<file path="config.mk">
export PLATFORM = sky130hd
export DESIGN_NAME = s2p_fifo_loader
export DESIGN_NICKNAME = d
export VERILOG_FILES = /design/src/rtl/s2p_pkg.sv /design/src/rtl/s2p_receiver.sv /design/src/rtl/s2p_writer.sv /design/src/rtl/s2p_link_mon.sv /design/src/rtl/s2p_fifo_loader.sv
export SDC_FILE = /design/constraint.sdc
export NUM_CORES = 1
export LEC_CHECK = 0
export BUFFER_PORTS_ARGS = -buffer_cell sky130_fd_sc_hd__buf_2
export CORE_ASPECT_RATIO = 1.1
export CORE_MARGIN = 2
export CORE_UTILIZATION = 47
export DETAILED_ROUTE_END_ITERATION = 7
export PLACE_DENSITY_LB_ADDON = 0.25
export SKIP_CTS_REPAIR_TIMING = 1
export SLEW_MARGIN = 20
export SYNTH_ARGS = -nofsm -noshare
export SYNTH_HDL_FRONTEND = slang
export SYNTH_HIERARCHICAL = 1
export SYNTH_SLANG_ARGS = --single-unit
</file>
<file path="constraint.sdc">
create_clock -name clk_i -period 3.7 [get_ports clk_i]
set_clock_uncertainty 0.15 [all_clocks]
set_input_delay 0 -clock clk_i [delete_from_list [all_inputs] [get_ports clk_i]]
set_output_delay 0 -clock clk_i [all_outputs]
set_load 0.02 [all_outputs]
</file>
<file path="src/rtl/s2p_pkg.sv">
package s2p_pkg;
  typedef enum logic {
    MODE_IMAGE = 1'b0,
    MODE_CMD   = 1'b1
  } frame_mode_e;

  typedef enum logic {
    RX_IDLE = 1'b0,
    RX_DATA = 1'b1
  } rx_state_e;
endpackage

</file>
<file path="src/rtl/s2p_receiver.sv">
module s2p_receiver
  import s2p_pkg::*;
#(
  parameter int WORD_W = 16
) (
  input  logic              clk_i,
  input  logic              rst_ni,
  input  logic              bit_en_i,
  input  logic              bit_i,
  input  logic              mode_i,
  output logic              word_vld_o,
  output logic [WORD_W-1:0] word_o,
  output logic              frame_done_o
);
  localparam int CNT_W = $clog2(2 * WORD_W);
  localparam int LOW_W = $clog2(WORD_W);
  localparam logic [CNT_W-1:0] LAST_IMG = CNT_W'(WORD_W - 1);
  localparam logic [CNT_W-1:0] LAST_CMD = CNT_W'(2 * WORD_W - 1);

  rx_state_e         state_q;
  frame_mode_e       mode_q;
  logic [CNT_W-1:0]  cnt_q;
  logic [WORD_W-2:0] sreg_q;
  logic              word_end, frame_end;

  assign word_end  = &cnt_q[LOW_W-1:0];
  assign frame_end = (mode_q == MODE_CMD) ? (cnt_q == LAST_CMD) : (cnt_q == LAST_IMG);

  always_ff @(posedge clk_i or negedge rst_ni) begin
    if (!rst_ni) begin
      state_q      <= RX_IDLE;
      mode_q       <= MODE_IMAGE;
      cnt_q        <= '0;
      sreg_q       <= '0;
      word_vld_o   <= 1'b0;
      word_o       <= '0;
      frame_done_o <= 1'b0;
    end else begin
      word_vld_o   <= 1'b0;
      frame_done_o <= 1'b0;
      unique case (state_q)
        RX_IDLE: begin
          // first 1 while idle is the start bit; mode latched only here
          if (bit_en_i && bit_i) begin
            state_q <= RX_DATA;
            mode_q  <= frame_mode_e'(mode_i);
            cnt_q   <= '0;
          end
        end
        RX_DATA: begin
          if (bit_en_i) begin
            sreg_q <= {sreg_q[WORD_W-3:0], bit_i};
            cnt_q  <= cnt_q + 1'b1;
            if (word_end) begin
              word_o     <= {sreg_q, bit_i};
              word_vld_o <= 1'b1;
            end
            if (frame_end) begin
              frame_done_o <= 1'b1;
              state_q      <= RX_IDLE;
            end
          end
        end
        default: state_q <= RX_IDLE;
      endcase
    end
  end
endmodule

</file>
<file path="src/rtl/s2p_writer.sv">
module s2p_writer #(
  parameter int WORD_W = 16,
  parameter int FIFO_W = 18
) (
  input  logic              clk_i,
  input  logic              rst_ni,
  input  logic              word_vld_i,
  input  logic [WORD_W-1:0] word_i,
  input  logic              frame_done_i,
  input  logic              fifo_full_i,
  output logic              fifo_wr_no,
  output logic [FIFO_W-1:0] fifo_data_o,
  output logic              overflow_o,
  output logic              frame_sync_o
);
  localparam int RSV_W = FIFO_W - WORD_W;

  always_ff @(posedge clk_i or negedge rst_ni) begin
    if (!rst_ni) begin
      fifo_wr_no   <= 1'b1;
      fifo_data_o  <= '0;
      overflow_o   <= 1'b0;
      frame_sync_o <= 1'b0;
    end else begin
      fifo_wr_no   <= 1'b1;
      frame_sync_o <= frame_done_i;
      if (word_vld_i) begin
        if (!fifo_full_i) begin
          fifo_wr_no  <= 1'b0;
          fifo_data_o <= {{RSV_W{1'b0}}, word_i};
        end else begin
          overflow_o  <= 1'b1;
        end
      end
    end
  end
endmodule

</file>
<file path="src/rtl/s2p_link_mon.sv">
module s2p_link_mon #(
  parameter int TIMEOUT = 64
) (
  input  logic clk_i,
  input  logic rst_ni,
  input  logic bit_en_i,
  input  logic frame_done_i,
  output logic link_ok_o
);
  localparam int TO_W = $clog2(TIMEOUT + 1);
  localparam logic [TO_W-1:0] TO_MAX  = TO_W'(TIMEOUT);
  localparam logic [TO_W-1:0] TO_TRIP = TO_W'(TIMEOUT - 1);

  logic [TO_W-1:0] idle_q;

  always_ff @(posedge clk_i or negedge rst_ni) begin
    if (!rst_ni) begin
      idle_q    <= '0;
      link_ok_o <= 1'b0;
    end else begin
      if (bit_en_i)             idle_q <= '0;
      else if (idle_q != TO_MAX) idle_q <= idle_q + 1'b1;

      if (frame_done_i)                     link_ok_o <= 1'b1;
      else if (!bit_en_i && idle_q == TO_TRIP) link_ok_o <= 1'b0;
    end
  end
endmodule

</file>
<file path="src/rtl/s2p_fifo_loader.sv">
module s2p_fifo_loader #(
  parameter int WORD_W  = 16,
  parameter int FIFO_W  = 18,
  parameter int TIMEOUT = 64
) (
  input  logic              clk_i,
  input  logic              rst_ni,
  input  logic              bit_en_i,
  input  logic              bit_i,
  input  logic              mode_i,
  input  logic              fifo_full_i,
  output logic              fifo_wr_no,
  output logic [FIFO_W-1:0] fifo_data_o,
  output logic              overflow_o,
  output logic              frame_sync_o,
  output logic              link_ok_o
);
  logic              word_vld;
  logic [WORD_W-1:0] word;
  logic              frame_done;

  s2p_receiver #(.WORD_W(WORD_W)) u_rx (
    .clk_i        (clk_i),
    .rst_ni       (rst_ni),
    .bit_en_i     (bit_en_i),
    .bit_i        (bit_i),
    .mode_i       (mode_i),
    .word_vld_o   (word_vld),
    .word_o       (word),
    .frame_done_o (frame_done)
  );

  s2p_writer #(.WORD_W(WORD_W), .FIFO_W(FIFO_W)) u_wr (
    .clk_i        (clk_i),
    .rst_ni       (rst_ni),
    .word_vld_i   (word_vld),
    .word_i       (word),
    .frame_done_i (frame_done),
    .fifo_full_i  (fifo_full_i),
    .fifo_wr_no   (fifo_wr_no),
    .fifo_data_o  (fifo_data_o),
    .overflow_o   (overflow_o),
    .frame_sync_o (frame_sync_o)
  );

  s2p_link_mon #(.TIMEOUT(TIMEOUT)) u_link (
    .clk_i        (clk_i),
    .rst_ni       (rst_ni),
    .bit_en_i     (bit_en_i),
    .frame_done_i (frame_done),
    .link_ok_o    (link_ok_o)
  );
endmodule

</file>
==> results of run 1 <==
[critical path, stage by stage, from the launching register on]
cell	delay, ns
dfrtp_1	0.40
ha_1	0.23
nand3_1	0.20
nor2_8	0.41
mux2_4	0.34
[power by group]
group / internal (W) / switching [W] / total [W]
sequential: 0.00101 / 0.000190 / 0.00120
combinational: 0.000416 / 0.000301 / 0.000717
clock: 0.000418 / 0.000282 / 0.000700
total: 0.00185 / 0.000773 / 0.00262
[through the flow]
step	setup slack, ns	hold slack [ns]	power, W	instance area [um2]	utilization
finish	1.845	0.04500	0.002621	3248	0.5595
floorplan	2.077	-0.4456	0.001770	2839	-
CTS	1.848	-0.3175	0.002657	3196	0.5504
global placement	1.917	0.06564	0.001912	2959	0.5097
global route	1.787	0.09801	0.002786	3248	0.5595
detailed placement	1.891	0.06250	0.001936	2959	0.5097
[cells by family (layout without fill, tap and decap cells)]
kind of cell / count (synthesis) / in the layout
flops: 67 / 67
mux: 52 / 52
simple gates: 32 / 32
compound gates: 14 / 14
buf+inv: 12 / 50
fa+ha+maj: 3 / 3
xor+xnor: 3 / 3
other cells: 1 / 2
[cell type report]
class                      count  area (um2)  area share
clock inverter                 5       85.08     0.02619
multi-input combinational    106        1041      0.3205
timing repair buffer          31       185.2     0.05701
sequential                    67        1678      0.5166
clock buffer                  11       151.4     0.04661
tap                           77       96.34     0.02966
inverter                       3       11.26    0.003467
[placed cells by master, fill, tap and decap left out, drive strengths merged, types with 3 or more instances in the layout]
master,instances
dfrtp,66
mux2,49
buf,26
clkbuf,11
nand2,9
nor2,7
nand3,6
dlygate4sd3,5
o21ai,5
inv,3
mux2i,3
a21oi,3
ha,3
[per-layer routing]
metal / up-vias / GRT usage / share of wire
met3: 9 / 0.04149 / 0.035
li1: 709 / - / -
met5: - / 0 / 0
met2: 29 / 0.1983 / 0.47
met1: 773 / 0.2112 / 0.47
met4: 0 / 0.09569 / 0.026
[final timing paths]
kind,end,cells past startpoint,from,slack (ns)
max,u_rx/word_o[5]$_DFFE_PN0P_,4,u_rx/cnt_q[0]$_DFFE_PN0P_,1.85
min,u_link/idle_q[2]$_DFFE_PN0P_,2,rst_ni,0.04
max reg2reg,u_rx/word_o[5]$_DFFE_PN0P_,4,u_rx/cnt_q[0]$_DFFE_PN0P_,1.85
min reg2reg,u_wr/frame_sync_o$_DFF_PN0_,0,u_rx/frame_done_o$_DFF_PN0_,0.24
max in group asynchronous,u_wr/fifo_wr_no$_DFF_PN1_,3,rst_ni,2.62
min in group clk_i,u_wr/frame_sync_o$_DFF_PN0_,0,u_rx/frame_done_o$_DFF_PN0_,0.24
[sequential cells by signal (all words and copies together), names as in the netlist]
register	cells
u_rx/sreg_q	15
u_link/idle_q	7
u_rx/mode_q	1
u_rx/word_o	16
u_rx/state_q	1
u_rx/cnt_q	5
u_wr/fifo_wr_no	1
u_link/link_ok_o	1
u_rx/word_vld_o	1
u_wr/fifo_data_o	16
u_wr/overflow_o	1
u_wr/frame_sync_o	1
u_rx/frame_done_o	1
==> flow_summary.json, run 1 <==
{
  "status": "completed",
  "core_um2": 5806,
  "synth_seq_area_share": 0.5918,
  "cap_violations": 0,
  "grt_pass1_vias": 1461,
  "wirelength_mm": 4.285,
  "synth_compound_area_frac": 0.03442,
  "synth_top_family_by_area": "multiplexers",
  "slew_headroom": 0.6109,
  "yosys-top-cells-count": "dfrtp_1, mux2_4, mux2_2",
  "drc": 0,
  "antenna_found_initial": 0,
  "synth-adder-area-share": 0.01324,
  "synth_area_leaders": "dfrtp_1, mux2_4, mux2_2, buf_12, ha_1",
  "area_delta_synth_final_pct": 14.56,
  "final_cells": 300,
  "setup_viol": 0,
  "p_leak_nw": 1.541,
  "grt_setup_unrepaired": "no",
  "globalplace.congestion": 0.6934,
  "critical_path_class": "flip-flop to flip-flop",
  "hpwl_mm": 2.695,
  "synth_xor_area_frac": 0.009267,
  "diodes": 0,
  "wire_per_inst_um": 14.28,
  "async_flop_share": 1.000,
  "grt_pass1_wl_mm": 7.410,
  "hold_viol": 0,
  "ys_types": 39,
  "htreeDepth": 3,
  "synth_top_area_share": 0.5825,
  "critPathCaptureType": "flip-flop",
  "syn_area_um2": 2835,
  "drive_above_1_share": 0.4439,
  "max_freq_mhz": 539.1,
  "synth_area_leader_cell": "dfrtp_1",
  "cts_made_buffers": 9,
  "power_density_nw_per_um2": 807.0,
  "finalCritPeriodShare": 0.5013,
  "drtAntennaViolNets": 0,
  "start_kind": "flip-flop",
  "peakVddDrop_uv": 394.3,
  "fin_crit_ns": 1.855,
  "port_buffers": 25,
  "drv_slew": 0,
  "tns_ns": 0,
  "syn_inst": 184,
  "grt_max_degree": 46,
  "drt-pass1-iter-count": 4,
  "avgSynthCellArea_um2": 15.41,
  "clock_sinks": 67,
  "grt.total_usage": 0.1483,
  "vias_per_cell": 5.067,
  "required_ns": 3.77,
  "worstMarginPinSlew_ns": 0.5824,
  "cts_root_buf": "clkbuf_8",
  "grt_overflow": 0,
  "yosys.area_share.simple": 0.06929,
  "cts_tree": "built",
  "pin_count": 28,
  "drt_iter0_drc": 110,
  "vias": 1520,
  "synth_most_common_cell": "dfrtp_1",
  "yosysWarnings": 6,
  "die_area_um2": 6671,
  "fp.dieW_um": 78.06,
  "crit_fanout": 20,
  "dp.cells": 279,
  "n_fill_cell": 475,
  "ys_ff_latch": 67,
  "die_h_um": 85.46,
  "synthFlopType": "dfrtp_1",
  "synth-edff-count": 0,
  "cp_data_arrival_time_ns": 1.93,
  "nNetsFinal": 227,
  "clkLatencyLatePin_ns": 0.34,
  "ctsLongestPathBuffers": 2,
  "cts.clk_slew.worst_paths_ns": 0.07,
  "hold_class": "input pin to asynchronous set/reset pin",
  "row_count": 29,
  "synth.area.mux_share": 0.2383,
  "start_util": 0.4884
}
Power figures use the tool's default switching activity.
==> run 2, diff against run 1 <==
Settings changed: ABC_AREA set to 1.
Clock period 3.7 ns to 1.5 ns, I/O delays scaled along.
==> flow_summary.json, run 2 <==
{
  "synthFlopType": "dfrtp_1",
  "final_cells": 418,
  "synth_top_area_share": 0.5777,
  "syn_inst": 299,
  "swShare": 0.3234,
  "status": "completed",
  "drc": 0,
  "p_leak_nw": 1.731,
  "die_area_um2": 6724,
  "power_frac_seq": 0.498,
  "drt-pass1-iter-count": 4,
  "cts.clk_slew.worst_paths_ns": 0.07,
  "most-common-layout-cells": "nand2_1, dfrtp_1, inv_1",
  "antenna_found_initial": 0,
  "drt_iter0_drc": 133,
  "critPathCaptureType": "flip-flop",
  "diodes": 0,
  "final_common_cell": "nand2_1",
  "grt_pass1_wl_mm": 8.328,
  "drive_above_1_share": 0.2229,
  "p_int_w": 0.003616,
  "syn_area_um2": 2859,
  "grt-busiest-layer": "met2",
  "port_buffers": 25,
  "start_util": 0.4894,
  "synth_seq_area_share": 0.5869,
  "start_kind": "flip-flop",
  "cts_root_buf": "clkbuf_8",
  "finish.utilization": 0.5652,
  "hold_ws_ns": 0.02356,
  "p_switching_w": 0.001728,
  "drv_slew": 0,
  "avgSynthCellArea_um2": 9.562,
  "grt_max_degree": 30,
  "dp.cells": 397,
  "hold_viol": 0,
  "required_ns": 1.57,
  "fp.dieW_um": 78.37,
  "pin_count": 28,
  "finalCritPeriodShare": 0.9054,
  "nNetsFinal": 345,
  "ys_types": 26,
  "yosys-top-cells-count": "nand2_1, dfrtp_1, inv_1",
  "clock_sinks": 67,
  "peakVddDrop_uv": 702.5,
  "grt_util_met3": 0.02632,
  "core_um2": 5842,
  "ctsLongestPathBuffers": 2,
  "cap_violations": 0,
  "synth_area_leader_cell": "dfrtp_1",
  "clkLatencyLatePin_ns": 0.32,
  "grt_setup_unrepaired": "no",
  "ys_ff_latch": 67,
  "synth_area_leaders": "dfrtp_1, nand2_1, o21ai_2, nand3_1, inv_1",
  "globalplace.congestion": 0.8186,
  "fin_crit_ns": 1.358,
  "htreeDepth": 3,
  "row_count": 29,
  "crit_fanout": 9,
  "hpwl_mm": 3.270,
  "cts_made_buffers": 9,
  "vias_per_cell": 4.663,
  "tns_ns": 0,
  "yosysWarnings": 6,
  "wirelength_mm": 4.541,
  "synth-edff-count": 0,
  "area_delta_synth_final_pct": 15.49,
  "synth_most_common_cell": "nand2_1",
  "drtAntennaViolNets": 0,
  "cts_tree": "built",
  "die_h_um": 85.80,
  "wire_per_inst_um": 10.86,
  "power.total_w": 0.005344,
  "max_freq_mhz": 736.3,
  "share_comb_of_total_power": 0.233,
  "grt.total_usage": 0.1581,
  "grt_pass1_vias": 1918,
  "grt_overflow": 0,
  "grt_use_met2": 0.2500,
  "hold_class": "input pin to asynchronous set/reset pin",
  "async_flop_share": 1.000,
  "critical_path_class": "flip-flop to flip-flop",
  "setup_viol": 0,
  "top_regs": "u_rx/word_o (16), u_wr/fifo_data_o (16), u_rx/sreg_q (15)",
  "power_density_nw_per_um2": 1618,
  "clkPwrFrac": 0.269,
  "use_met1": 0.2070,
  "vias": 1949,
  "cp_data_arrival_time_ns": 1.43
}
[run 2: cell count changes after synthesis, moves of 8 or more]
cell / change
o21ai_0: +12
mux2_2: -24
nor2_1: +16
nand2_1: +75
nand2_2: +8
o21ai_2: +15
mux2_4: -25
nand3_1: +21
inv_1: +28
[run 2: worst paths after layout]
| path | from | end | slack (ns) | cells past startpoint |
|---|---|---|---|---|
| min reg2reg | u_rx/frame_done_o$_DFF_PN0_ | u_wr/frame_sync_o$_DFF_PN0_ | 0.23 | 0 |
| min in group clk_i | u_rx/frame_done_o$_DFF_PN0_ | u_wr/frame_sync_o$_DFF_PN0_ | 0.23 | 0 |
| max in group asynchronous | rst_ni | u_rx/sreg_q[6]$_DFFE_PN0P_ | 0.66 | 3 |
| max | u_rx/cnt_q[0]$_DFFE_PN0P_ | u_rx/word_o[14]$_DFFE_PN0P_ | 0.14 | 5 |
| min | rst_ni | u_rx/cnt_q[4]$_DFFE_PN0P_ | 0.02 | 2 |
| max reg2reg | u_rx/cnt_q[0]$_DFFE_PN0P_ | u_rx/word_o[14]$_DFFE_PN0P_ | 0.14 | 5 |
[run 2: per-layer routing]
metal  up-vias  routed length, um
li1       1004                  -
met1       902               2178
met2        36               2146
met3         7                166
met4         0                 49
met5         -                  0
[run 2: logic make-up (layout without fill, tap and decap cells)]
logic type,count (synthesis),in the layout,share of synthesized area
AO/OA/AOI/OAI,37,37,0.08665
adder cells (fa/ha/maj),3,3,0.01313
XOR/XNOR,2,2,0.006128
buffers and inverters,45,86,0.08490
other,1,2,0.001312
flip-flops,67,67,0.5869
AND/OR/NAND/NOR,144,144,0.2210
[run 2: power by group through the flow]
| stage | Clock, W | Sequential [W] | Combinational [W] |
|---|---|---|---|
| 2_1_floorplan | 0 | 0.00273 | 0.000860 |
| 3_3_place_gp | 0 | 0.00267 | 0.00121 |
| 3_5_place_dp | 0 | 0.00269 | 0.00125 |
| 4_1_cts | 0.00148 | 0.00266 | 0.00126 |
| 5_1_grt | 0.00156 | 0.00273 | 0.00145 |
| 6_report | 0.00144 | 0.00266 | 0.00125 |
[run 2: layout make-up]
class	count	area, um2
clock inverter	5	52.55
timing repair buffer	37	265.3
tap	77	96.34
sequential	67	1678
fill	532	2540
clock buffer	11	141.4
multi-input combinational	188	942.2
inverter	33	126.4
[run 2: worst max-delay path: stages, from the launching register on]
cell,delay [ns]
dfrtp_1,0.39
ha_1,0.23
nand3_4,0.16
buf_4,0.20
nand2_1,0.08
o21ai_2,0.05
[run 2: per-stage QoR]
| stage | setup WS (ns) | instance area (um2) |
|---|---|---|
| after floorplan | 0.2609 | 2863 |
| after global placement | 0.1777 | 3058 |
| after detailed placement | 0.1447 | 3058 |
| after CTS | 0.1370 | 3252 |
| after global routing | 0.04656 | 3302 |
| final | 0.1419 | 3302 |
